===== src/rtl/pls_pkg.sv =====
package pls_pkg;
  localparam int NPH     = 3;
  localparam int SEL_W   = 2;
  localparam int WORD_W  = 8;
  localparam int ZX_LSB  = 3;
  localparam int FLAG_BIT = 7;
  localparam logic [1:0] ADDR_EVEN = 2'd0;
  localparam logic [1:0] ADDR_MODE = 2'd1;
  localparam logic [SEL_W-1:0] SEL_BAD = 2'b11;

  typedef struct packed {
    logic [NPH-1:0] zto;
    logic [NPH-1:0] sag;
  } flags_t;

  typedef enum logic {ST_IDLE, ST_APPLY} st_t;
endpackage


===== src/rtl/pls_event_latch.sv =====
module pls_event_latch
  import pls_pkg::*;
(
  input  logic   clk,
  input  logic   rst_n,
  input  flags_t ev,
  input  flags_t ev_en,
  input  logic   clr,
  output flags_t pend
);
  flags_t pend_q, pend_d, ev_m;

  always_comb begin
    ev_m   = ev & ev_en;
    pend_d = (clr ? flags_t'('0) : pend_q) | ev_m;
  end

  always_ff @(posedge clk or negedge rst_n) begin
    if (!rst_n) pend_q <= '0;
    else        pend_q <= pend_d;
  end

  assign pend = pend_q;


  unmasked_ignored_chk: assert property (@(posedge clk) disable iff (!rst_n)
    1'b1 |=> ((pend_q & ~$past(pend_q) & ~$past(ev_m)) == '0));


  event_recorded_chk: assert property (@(posedge clk) disable iff (!rst_n)
    (ev_m != '0) |=> ((pend_q & $past(ev_m)) == $past(ev_m)));
endmodule


===== src/rtl/pls_phase_pick.sv =====
module pls_phase_pick
  import pls_pkg::*;
(
  input  logic [NPH-1:0]   cand,
  output logic [SEL_W-1:0] idx,
  output logic             valid
);
  logic [NPH:0]   seen;
  logic [NPH-1:0] hit;

  assign seen[0] = 1'b0;
  for (genvar g = 0; g < NPH; g++) begin : g_chain
    assign hit[g]    = cand[g] & ~seen[g];
    assign seen[g+1] = seen[g] | cand[g];
  end

  always_comb begin
    idx = '0;
    for (int i = 0; i < NPH; i++) begin
      if (hit[i]) idx = SEL_W'(i);
    end
  end

  assign valid = seen[NPH];


  always_comb begin
    pick_onehot_chk: assert ($onehot0(hit) && (valid == (cand != '0)));
  end
endmodule


===== src/rtl/pls_mode_ctrl.sv =====
module pls_mode_ctrl
  import pls_pkg::*;
(
  input  logic             clk,
  input  logic             rst_n,
  input  logic             irq,
  input  flags_t           pend,
  input  logic             mode_we,
  input  logic [SEL_W-1:0] wr_sel,
  input  logic [NPH-1:0]   wr_en,
  output logic             cap,
  output logic [SEL_W-1:0] freq_sel,
  output logic [NPH-1:0]   zx_en,
  output logic             all_lost
);
  st_t              st_q, st_d;
  flags_t           snap_q, snap_d;
  logic [SEL_W-1:0] sel_q, sel_d;
  logic [NPH-1:0]   en_q, en_d, drop, en_new;
  logic             flag_q, flag_d;
  logic             snap_ce, ctl_ce;
  logic             sel_drop, sel_live;
  logic [SEL_W-1:0] pick_idx;
  logic             pick_ok;

  assign drop   = snap_q.sag | snap_q.zto;
  assign en_new = en_q & ~drop;

  always_comb begin
    case (sel_q)
      2'd0:    sel_drop = drop[0];
      2'd1:    sel_drop = drop[1];
      2'd2:    sel_drop = drop[2];
      default: sel_drop = 1'b0;
    endcase
  end

  pls_phase_pick u_pick (
    .cand  (en_new),
    .idx   (pick_idx),
    .valid (pick_ok)
  );

  always_comb begin
    st_d    = st_q;
    snap_d  = snap_q;
    sel_d   = sel_q;
    en_d    = en_q;
    flag_d  = flag_q;
    cap     = 1'b0;
    snap_ce = 1'b0;
    ctl_ce  = 1'b0;
    case (st_q)
      ST_IDLE: begin
        if (irq) begin
          cap     = 1'b1;
          snap_d  = pend;
          snap_ce = 1'b1;
          st_d    = ST_APPLY;
        end
      end
      default: st_d = ST_IDLE;
    endcase
    if (st_q == ST_APPLY) begin
      ctl_ce = 1'b1;
      en_d   = en_new;
      if (sel_drop) begin
        if (pick_ok) sel_d  = pick_idx;
        else         flag_d = 1'b1;
      end
    end else if (mode_we) begin
      ctl_ce = 1'b1;
      en_d   = wr_en;
      flag_d = 1'b0;
      if (wr_sel != SEL_BAD) sel_d = wr_sel;
    end
  end

  always_ff @(posedge clk or negedge rst_n) begin
    if (!rst_n) begin
      st_q   <= ST_IDLE;
      snap_q <= '0;
      sel_q  <= '0;
      en_q   <= '1;
      flag_q <= 1'b0;
    end else begin
      st_q <= st_d;
      if (snap_ce) snap_q <= snap_d;
      if (ctl_ce) begin
        sel_q  <= sel_d;
        en_q   <= en_d;
        flag_q <= flag_d;
      end
    end
  end

  always_comb begin
    case (sel_q)
      2'd0:    sel_live = en_q[0];
      2'd1:    sel_live = en_q[1];
      2'd2:    sel_live = en_q[2];
      default: sel_live = 1'b0;
    endcase
  end

  assign freq_sel = sel_q;
  assign zx_en    = en_q;
  assign all_lost = flag_q;


  sel_legal_chk: assert property (@(posedge clk) disable iff (!rst_n)
    sel_q != SEL_BAD);


  en_no_restore_chk: assert property (@(posedge clk) disable iff (!rst_n)
    !mode_we |=> ((en_q & ~$past(en_q)) == '0));


  drop_cleared_chk: assert property (@(posedge clk) disable iff (!rst_n)
    (st_q == ST_APPLY) |=> ((en_q & $past(drop)) == '0));


  sel_moved_chk: assert property (@(posedge clk) disable iff (!rst_n)
    (st_q == ST_APPLY && sel_drop) |=> (flag_q || sel_live));


  sel_hold_chk: assert property (@(posedge clk) disable iff (!rst_n)
    (st_q == ST_APPLY && sel_drop && en_new == '0) |=> ($stable(sel_q) && flag_q));


  service_start_chk: assert property (@(posedge clk) disable iff (!rst_n)
    (st_q == ST_IDLE && irq) |=> (st_q == ST_APPLY));
endmodule


===== src/rtl/phase_loss_supervisor.sv =====
module phase_loss_supervisor
  import pls_pkg::*;
#(
  parameter int ADDR_W = 2
) (
  input  logic              clk,
  input  logic              rst_n,
  input  logic [NPH-1:0]    sag_ev,
  input  logic [NPH-1:0]    zto_ev,
  input  logic              cfg_we,
  input  logic [ADDR_W-1:0] cfg_addr,
  input  logic [WORD_W-1:0] cfg_wdata,
  output logic [WORD_W-1:0] cfg_rdata,
  output logic              irq,
  output logic [SEL_W-1:0]  freq_sel,
  output logic [NPH-1:0]    zx_en,
  output logic              all_lost
);
  flags_t ev, ev_en_q, pend;
  logic   en_we, mode_we, cap;
  logic   unused_wbits;

  assign ev.sag  = sag_ev;
  assign ev.zto  = zto_ev;
  assign en_we   = cfg_we && (cfg_addr == ADDR_W'(ADDR_EVEN));
  assign mode_we = cfg_we && (cfg_addr == ADDR_W'(ADDR_MODE));
  assign unused_wbits = ^{cfg_wdata[WORD_W-1:2*NPH], cfg_wdata[ZX_LSB-1:SEL_W]};

  always_ff @(posedge clk or negedge rst_n) begin
    if (!rst_n)     ev_en_q <= '0;
    else if (en_we) ev_en_q <= cfg_wdata[2*NPH-1:0];
  end

  pls_event_latch u_latch (
    .clk   (clk),
    .rst_n (rst_n),
    .ev    (ev),
    .ev_en (ev_en_q),
    .clr   (cap),
    .pend  (pend)
  );

  assign irq = (pend != '0);

  pls_mode_ctrl u_ctrl (
    .clk      (clk),
    .rst_n    (rst_n),
    .irq      (irq),
    .pend     (pend),
    .mode_we  (mode_we),
    .wr_sel   (cfg_wdata[SEL_W-1:0]),
    .wr_en    (cfg_wdata[ZX_LSB+NPH-1:ZX_LSB]),
    .cap      (cap),
    .freq_sel (freq_sel),
    .zx_en    (zx_en),
    .all_lost (all_lost)
  );

  always_comb begin
    cfg_rdata = '0;
    if (cfg_addr == ADDR_W'(ADDR_EVEN)) begin
      cfg_rdata[2*NPH-1:0] = ev_en_q;
    end else if (cfg_addr == ADDR_W'(ADDR_MODE)) begin
      cfg_rdata[SEL_W-1:0]            = freq_sel;
      cfg_rdata[ZX_LSB+NPH-1:ZX_LSB] = zx_en;
      cfg_rdata[FLAG_BIT]            = all_lost;
    end
  end


  irq_clears_chk: assert property (@(posedge clk) disable iff (!rst_n)
    (cap && $past(ev & ev_en_q) == '0 && (ev & ev_en_q) == '0) |=> !irq);
endmodule


===== config.mk =====
export PLATFORM = sky130hd
export DESIGN_NAME = phase_loss_supervisor
export DESIGN_NICKNAME = d
export VERILOG_FILES = /design/src/rtl/pls_pkg.sv /design/src/rtl/pls_event_latch.sv /design/src/rtl/pls_phase_pick.sv /design/src/rtl/pls_mode_ctrl.sv /design/src/rtl/phase_loss_supervisor.sv
export SDC_FILE = /design/constraint.sdc
export NUM_CORES = 1
export LEC_CHECK = 0
export CAP_MARGIN = 25
export CORE_MARGIN = 1.5
export CORE_UTILIZATION = 50
export DETAILED_ROUTE_END_ITERATION = 8
export GPL_ROUTABILITY_DRIVEN = 0
export PLACE_DENSITY = 0.86
export RECOVER_POWER = 100
export SETUP_SLACK_MARGIN = 0.2
export SYNTH_ARGS = -nofsm -noshare
export SYNTH_HDL_FRONTEND = slang
export SYNTH_SLANG_ARGS = --single-unit

===== constraint.sdc =====
create_clock -name clk -period 3.45 [get_ports clk]
set_input_delay 0.8625 -clock clk [delete_from_list [all_inputs] [get_ports clk]]
set_output_delay 0.8625 -clock clk [all_outputs]
set_load 0.01 [all_outputs]

* Word-level counts from Yosys, hierarchy flattened
Index checks and enable logic that the tools add are counted.
** Storage, ports and cells
- Input port bits :: 19
- Register bits :: 25
- Logic and storage cells :: 66
- Memory bits (read-only) :: 0
- Latch bits :: 0
- Memories :: 0
- Output and inout port bits :: 15
- Bits in writable memories :: 0
** Cells by class
- Multipliers :: 0
- Multiplexer cells :: 26
- Equality and inequality tests :: 7
- Shifts and indexed selects :: 0
- Div/mod/pow operators :: 0
- $add $sub $neg :: 0
- Reductions and logical operators :: 11
- $lt $le $gt $ge :: 0
- Bitwise gates (word level) :: 12
** Operators by type and width (count)
- two-way mux 2 bit :: 8
- two-way mux 1 bit :: 12
- two-way mux 3 bit :: 4
- inequality test 2 bit (second input constant) :: 4
- AND 6 bit :: 1
- two-way mux 6 bit :: 1
- bitwise OR 6 bit :: 1
- nonzero test 6 bit :: 1
- AND reduction 5 bit :: 1
- equality test 2 x 1 -> 1 bit (second input constant) :: 2
- logical NOT 2 bit :: 2
- AND reduction 4 bit :: 1
- nonzero test 2 bit :: 2
- AND 3 bit :: 1
- inverter 1 bit :: 3
- inverter 3 bit :: 1
- bitwise OR 3 bit :: 1
- one-hot mux 1 bit (3 select lines) :: 1
- AND reduction 3 bit :: 1
- AND 1 bit :: 2
- equality test 2 bit (second input constant) :: 1
- logical AND 1 bit :: 2
- bitwise OR 1 bit :: 2
- AND reduction 2 bit :: 1

* Depth between registers and ports, before layout
Gate-level depths: netlist of run 1.
- Word-level depth :: 10
- Gate-level depth with buffers :: 5
- Gate-level depth less buffers :: 4

* Modules after synthesis
Synthesis of run 1 repeated with hierarchy kept, for this count alone.
** Unflattened totals
- Cell total of the unflattened synthesis :: 121
- Area, all modules :: 1286.2 um^2
** Modules (own cells, without submodules)
- pls_mode_ctrl :: area an instance 665.6 um^2, cells an instance 61, instances 1, sequential area each 329.1 um^2
- phase_loss_supervisor :: area an instance 372.9 um^2, cells an instance 33, instances 1, sequential area each 150.1 um^2
- pls_event_latch :: area an instance 225.2 um^2, cells an instance 24, instances 1, sequential area each 150.1 um^2
- pls_phase_pick :: area an instance 22.5 um^2, cells an instance 3, instances 1, sequential area each 0.0 um^2

* Worst setup path before layout of run 1
Ideal clock, no wire load.
- Path type :: in2out
- From :: input cfg_addr[0]
- To :: output cfg_rdata[2]
- Buffers on the path :: 1
- Arrival :: 1.370 ns
- Data required time :: 2.588 ns
- Slack :: 1.218 ns
- Stages on the path :: 2
- Cells stage by stage :: buf_4 nor3b_1
** Between the ends
- Cells in the longest elaborated chain, start to end :: 2
** RTL lines
- from (decl) :: RTL line phase_loss_supervisor.sv:11 : input logic [ADDR_W-1:0] cfg_addr,
- logical NOT 2 bit :: RTL line phase_loss_supervisor.sv:61 : if (cfg_addr == ADDR_W'(ADDR_EVEN)) begin
- two-way mux 1 bit :: RTL line phase_loss_supervisor.sv:61
- to (decl) :: RTL line phase_loss_supervisor.sv:13 : output logic [WORD_W-1:0] cfg_rdata,
Every way passes these cells.

* Worst setup path after layout of run 1
- From :: input cfg_addr[0]
- To :: output cfg_rdata[1]
** Between the ends
- Cells in the longest elaborated chain, start to end :: 3
- Elaborated cells between the ends (all ways) :: 4
- Classes of those cells :: eq/ne (1); mux (2); reduce/logical (1)
** RTL lines
- equality test 2 x 1 -> 1 bit :: RTL line phase_loss_supervisor.sv:63 : end else if (cfg_addr == ADDR_W'(ADDR_MODE)) begin
- two-way mux 2 bit :: RTL line phase_loss_supervisor.sv:63
- two-way mux 2 bit * :: RTL line phase_loss_supervisor.sv:61
Mark *: on every way between the ends. The rest lies on a longest branch, timed or not.

==> flow_metrics.py, run 1 <==
metrics = {
    "worst_setup_path": {
        "worstPathCellList": "dlygate4sd3_1 > buf_12 > mux2i_1 > nor2_1 > dlygate4sd3_1",
        "rr_startpoint": "u_ctrl.zx_en[0]",
        "critPathSlowestCell": "dlygate4sd3_1",
        "crit_required_ps": 2590,
        "cp_common_cell": "dlygate4sd3_1",
        "r2r_cells": 4,
        "r2r_end": "u_ctrl.freq_sel[0]",
        "rrSetupSlack_ps": 1630,
        "path_class": "in2out",
        "cp-start-kind": "input pin",
        "slowest_delay_ps": 610,
        "path_buf_inv": 3,
        "worstPathArrival_ps": 2410,
        "end_kind": "primary output",
        "crit_family": "buffers and inverters",
        "crit_fanout": 9,
    },
    "logic_synthesis": {
        "muxShareOfSynthArea": 0.1624,
        "synth_top_family_by_area": "compound AO/OA/AOI/OAI gates",
        "synth_area_leaders": "dfrtp_1 (45%), dfstp_2 (6.5%), mux2i_1 (5.8%)",
        "yosysMostFrequentCell": "dfrtp_1",
        "synth_top_area_share": 0.4522,
        "synth_top_cells_by_count": "dfrtp_1 (22), nor2_1 (12), mux2i_1 (7), a22o_1 (6), mux2_1 (6)",
        "synthFlopType": "dfrtp_1",
        "syn_area_mm2": 0.001217,
        "synth-edff-count": 0,
        "synth_seq_cells": 25,
        "synthArstFlopShare": 1.000,
        "postSynthAreaPerCell_um2": 12.05,
        "ys_types": 33,
        "synth_fp_nets": 120,
        "yosys.area.top_type": "dfrtp_1",
        "yosys.area_share.simple": 0.1120,
        "synth_compound_area_frac": 0.1644,
        "synthXorXnorAreaFrac": 0,
        "ys.warnings.count": 0,
        "synthCells": 101,
        "synth_fa_ha_area_frac": 0,
        "synth-seq-area-share": 0.5170,
    },
    "clocking": {
        "clock_path_buffers": 2,
        "clkLatencyLatePin_ps": 320,
        "cts_root_buffer": "clkbuf_4",
        "cts_made_buffers": 3,
        "postCtsSetupRepairBufs": 0,
        "clk_pin_slew_ps": 130,
        "clock-sinks": 25,
        "cts_tree": "yes",
        "htreeDepth": 1,
    },
    "cells_and_area": {
        "area_growth_pct": 26.10,
        "final_area_mm2": 0.001535,
        "multi_input_area_um2": 501.7,
        "num_antenna_cells": 0,
        "fill_cells": 197,
        "nNetsFinal": 152,
        "regArea_um2": 629.4,
        "drive_above_1_share": 0.1061,
    },
    "global_route": {
        "grt_overflow": 0,
        "grt_max_degree": 26,
        "track_usage": 0.2096,
        "grt_pass1_wl_um": 4215,
        "grt_pass1_vias": 917,
        "antenna_found_initial": 0,
    },
    "timing": {
        "fmax_mhz": 305.9,
        "skew_ps": 10.09,
        "min_period_ps": 3269,
        "rsz0062_at_grt": "no",
        "period_share": 0.9475,
        "maxSlewHeadroom": 0.1261,
        "tightest_slew_ps": 1311,
        "setup_violations": 0,
        "hold_viol_final": 0,
        "tns_ps": 0,
        "drv_slew": 0,
    },
    "detailed_routing": {
        "wl_um": 2501,
        "final_antenna_net_count": 0,
        "vias": 933,
        "drc": 0,
        "first_pass_iters": 4,
        "vias_per_cell": 5.831,
        "drtIter0Drc": 9,
        "wire_per_inst_um": 15.63,
    },
    "power": {
        "total_leakage_power_nw": 0.6731,
        "powerDensity_mw_per_mm2": 699.5,
        "p_sw_frac": 0.3649,
        "clkPwrFrac": 0.122,
        "pwr-share-comb": 0.384,
        "intPower_w": 0.0006821,
        "vdd_ir_drop_max_v": 0.0004632,
        "p_switching_w": 0.0003919,
        "p_seq_frac": 0.494,
    },
    "worst_hold_path": {
        "min_from": "u_ctrl.snap_q[5]",
        "hold_class": "reg2reg",
        "holdPathEnd": "u_ctrl.snap_q[5]",
        "hold_depth": 2,
    },
    "flow_run": {
        "drv_cap": 0,
    },
    "floorplan": {
        "io_pins": 34,
        "rows": 17,
        "initial_core_util": 0.5400,
        "die_w_um": 52.35,
        "die_y_um": 52.35,
        "die_area_mm2": 0.002740,
        "core-area_mm2": 0.002255,
    },
    "placed_design": {
        "place_hpwl_um": 1853,
        "port_buffers": 30,
        "placed_cell_area_mm2": 0.001545,
    },
    "outcome": {
        "outcome": "finished clean",
    },
}
## final cells by class
class                      count  area share
clock buffer                   3     0.01467
clock inverter                 1    0.003260
inverter                       4    0.009780
multi-input combinational     67      0.3268
sequential                    25      0.4099
tap                           28     0.02282
timing repair buffer          32      0.2127
## kinds of logic after synthesis
family | Yosys count
AO/OA/AOI/OAI | 25
buffers and inverters | 9
flip-flops | 25
multiplexers | 18
other | 1
AND/OR/NAND/NOR | 23
## flip-flops by register name, summed over array words and instances, names as in the netlist
register and count:
ev_en_q 6, u_ctrl.all_lost 1, u_ctrl.snap_q 6, u_latch.pend 6, u_ctrl.freq_sel 2, u_ctrl.st_q 1
u_ctrl.zx_en 3
## how the worst max path moves through the flow
stage / from / endpoint / slack [ps] / cells past startpoint
global route: cfg_addr[0] / cfg_rdata[1] / 130 / 5
finish: cfg_addr[0] / cfg_rdata[1] / 180 / 5
floorplan: cfg_addr[0] / cfg_rdata[2] / 1220 / 2
detailed placement: cfg_addr[1] / cfg_rdata[2] / 270 / 3
CTS: cfg_addr[1] / cfg_rdata[2] / 280 / 3
global placement: cfg_addr[1] / cfg_rdata[2] / 280 / 3
## cell usage in the layout, fill, tap and decap left out, drive strengths merged
master,count
dfrtp,22
dlygate4sd3,16
clkdlybuf4s50,13
nor2,12
mux2,11
mux2i,7
a22o,6
o21ai,6
nor3b,4
clkbuf,4
inv,4
o2bb2ai,3
a21oi,3
nand2,3
dfstp,3
a31oi,1
nand3,1
and3b,1
o31ai,1
nor3,1
a211oi,1
a2111o,1
nand3b,1
o31a,1
o221ai,1
a2bb2oi,1
conb,1
clkinv,1
dlymetal6s2s,1
buf,1
## metal layers
layer | vias up | share of wire | GRT usage
met5 | - | 0 | 0
met4 | 0 | 0.020 | 0.05983
met3 | 11 | 0.052 | 0.04286
met2 | 35 | 0.48 | 0.3396
met1 | 458 | 0.44 | 0.2841
li1 | 429 | - | -
## power groups by stage
| stage | logic [W] | registers, W | clock network [W] |
|---|---|---|---|
| 2_1_floorplan | 0.000309 | 0.000494 | 0 |
| 3_3_place_gp | 0.000426 | 0.000533 | 0 |
| 3_5_place_dp | 0.000440 | 0.000539 | 0 |
| 4_1_cts | 0.000442 | 0.000534 | 0.000135 |
| 5_1_grt | 0.000457 | 0.000549 | 0.000144 |
| 6_report | 0.000413 | 0.000530 | 0.000131 |
## metrics by stage
step	instances	hold WS, ps	power, W	setup WS (ps)	util
floorplan	101	469.8	0.0008030	1218	-
global placement	156	486.3	0.0009588	284.6	0.6854
detailed placement	156	493.2	0.0009795	265.8	0.6854
CTS	160	519.4	0.001112	280.5	0.6976
global route	160	551.1	0.001151	132.2	0.6809
finish	160	524.0	0.001074	181.2	0.6809
## tightest hold or removal path: stages, from the launching register on
cell	delay (ps)
dfrtp_1	400
inv_1	50
o2bb2ai_1	50
## timing repair
action | 4_1_cts | 5_1_grt
hold buffers | 0 | 0
endpoints found under the setup margin | 0 | 1
gates resized for setup | 0 | 1
(Power assumes the default switching activity.)
==> run 2, diff against run 1 <==
PLACE_DENSITY = 0.83   (was 0.86)
==> run 2 against run 1 <==
Power increased by 0.68%. Maximum frequency increased by 4.0%. Global-route usage increased by 1.3 points. Critical path depth decreased by 1. Critical path type unchanged. Critical endpoint is now cfg_rdata[3].
==> flow_metrics.py, run 2 (synthesized netlist as in run 1, its figures left out) <==
metrics = {
    "outcome": {
        "outcome": "finished clean",
    },
    "detailed_routing": {
        "first_pass_iters": 4,
        "drc": 0,
        "wl_um": 2601,
        "drtIter0Drc": 11,
        "final_antenna_net_count": 0,
        "vias_per_cell": 5.619,
        "vias": 899,
        "wire_per_inst_um": 16.26,
    },
    "cells_and_area": {
        "fill_cells": 197,
        "area_growth_pct": 24.87,
        "nNetsFinal": 152,
        "final_cell_mix": "dfrtp_1 (22), dlygate4sd3_1 (20), nor2_1 (12)",
        "multi_input_area_um2": 501.7,
        "num_antenna_cells": 0,
        "drive_above_1_share": 0.1061,
        "final_common_cell": "dfrtp_1",
        "final_area_mm2": 0.001520,
        "regArea_um2": 629.4,
    },
    "worst_setup_path": {
        "cp-start-kind": "input pin",
        "crit_end": "cfg_rdata[3]",
        "r2r_cells": 4,
        "rr_startpoint": "u_ctrl.st_q",
        "crit_fanout": 8,
        "crit_required_ps": 2590,
        "path_class": "in2out",
        "end_kind": "primary output",
        "startpoint": "cfg_addr[0]",
        "worstPathArrival_ps": 2280,
        "rrSetupSlack_ps": 1700,
        "r2r_end": "u_ctrl.freq_sel[0]",
    },
    "timing": {
        "tns_ps": 0,
        "min_period_ps": 3142,
        "setup_ws_ps": 307.7,
        "fmax_mhz": 318.2,
        "period_share": 0.9108,
        "hold_viol_final": 0,
        "setup_violations": 0,
        "maxSlewHeadroom": 0.1309,
        "tightest_slew_ps": 1304,
        "skew_ps": 12.97,
        "drv_slew": 0,
        "rsz0062_at_grt": "no",
    },
    "floorplan": {
        "core-area_mm2": 0.002255,
        "rows": 17,
        "die_y_um": 52.35,
        "io_pins": 34,
        "die_w_um": 52.35,
        "die_area_mm2": 0.002740,
        "initial_core_util": 0.5400,
    },
    "clocking": {
        "clkLatencyLatePin_ps": 340,
        "postCtsSetupRepairBufs": 0,
        "cts_tree": "yes",
        "htreeDepth": 1,
        "clock-sinks": 25,
        "clk_pin_slew_ps": 130,
        "clock_path_buffers": 2,
        "postCtsResizedCells": 1,
        "cts_root_buffer": "clkbuf_4",
        "hold_buffers": 0,
        "cts_made_buffers": 3,
    },
    "global_route": {
        "antenna_found_initial": 0,
        "grt_max_degree": 26,
        "track_usage": 0.2227,
        "grt_overflow": 0,
        "grt_pass1_wl_um": 4305,
        "grt_pass1_vias": 907,
    },
    "flow_run": {
        "drv_cap": 0,
    },
    "placed_design": {
        "port_buffers": 30,
        "placed_cell_area_mm2": 0.001533,
        "pre_cts_slack_ps": 132.6,
        "place_hpwl_um": 1922,
    },
    "power": {
        "vdd_ir_drop_max_v": 0.0005082,
        "total_leakage_power_nw": 0.6766,
        "powerDensity_mw_per_mm2": 711.3,
    },
    "worst_hold_path": {
        "hold_class": "reg2reg",
    },
}
run 2: changes by cell type in the layout (fill, tap and decap cells not counted), sizes merged:
cell,change
clkbuf,+1
buf,-1
dlygate4sd3,+4
clkinvlp,+1
dlygate4sd2,+1
clkinv,-1
clkdlybuf4s50,-5
run 2: worst min-delay path by stage:
stage                     from               to  slack, ps  cells after the start
6_report       u_ctrl.zx_en[0]  u_ctrl.zx_en[0]        520                      2
5_1_grt        u_ctrl.zx_en[0]  u_ctrl.zx_en[0]        540                      2
4_1_cts        u_ctrl.zx_en[0]  u_ctrl.zx_en[0]        520                      2
3_5_place_dp   u_ctrl.zx_en[0]  u_ctrl.zx_en[0]        500                      2
3_3_place_gp   u_ctrl.zx_en[0]  u_ctrl.zx_en[0]        490                      2
2_1_floorplan       ev_en_q[2]  u_latch.pend[2]        470                      1
run 2: power by group:
| part | leakage (nW) | internal [W] | total [W] | switching (W) |
|---|---|---|---|---|
| combinational | 0.368 | 0.000225 | 0.000406 | 0.000181 |
| sequential | 0.295 | 0.000408 | 0.000537 | 0.000129 |
| clock | 0.0139 | 0.0000446 | 0.000139 | 0.0000943 |
| total | 0.677 | 0.000677 | 0.00108 | 0.000404 |
run 2: worst max-delay path, cell delays in order:
cell and delay [ps]:
dlygate4sd2_1 470, mux2i_1 260, nor2_1 70, dlygate4sd3_1 620
run 2: final cells by class:
cell class                 count  area share
multi-input combinational     67      0.3300
clock inverter                 1    0.004938
tap                           28     0.02305
sequential                    25      0.4140
clock buffer                   3     0.01481
timing repair buffer          32      0.2033
inverter                       4    0.009877
run 2: per-layer routing:
metal / wire [um] / GRT usage / vias up
li1: - / - / 430
met1: 1163 / 0.2833 / 448
met2: 1301 / 0.3688 / 18
met3: 112 / 0.06286 / 3
met4: 24 / 0.06410 / 0
met5: 0 / 0 / -
run 2: metrics by stage:
stage                     instances  total power, W    util  hold WS (ps)
final                           160        0.001081  0.6743         517.5
after global routing            160        0.001150  0.6743         535.8
after CTS                       160        0.001125  0.6926         518.7
after detailed placement        156       0.0009869  0.6798         496.6
after global placement          156       0.0009622  0.6798         487.7
after floorplan                 101       0.0008030       -         469.8
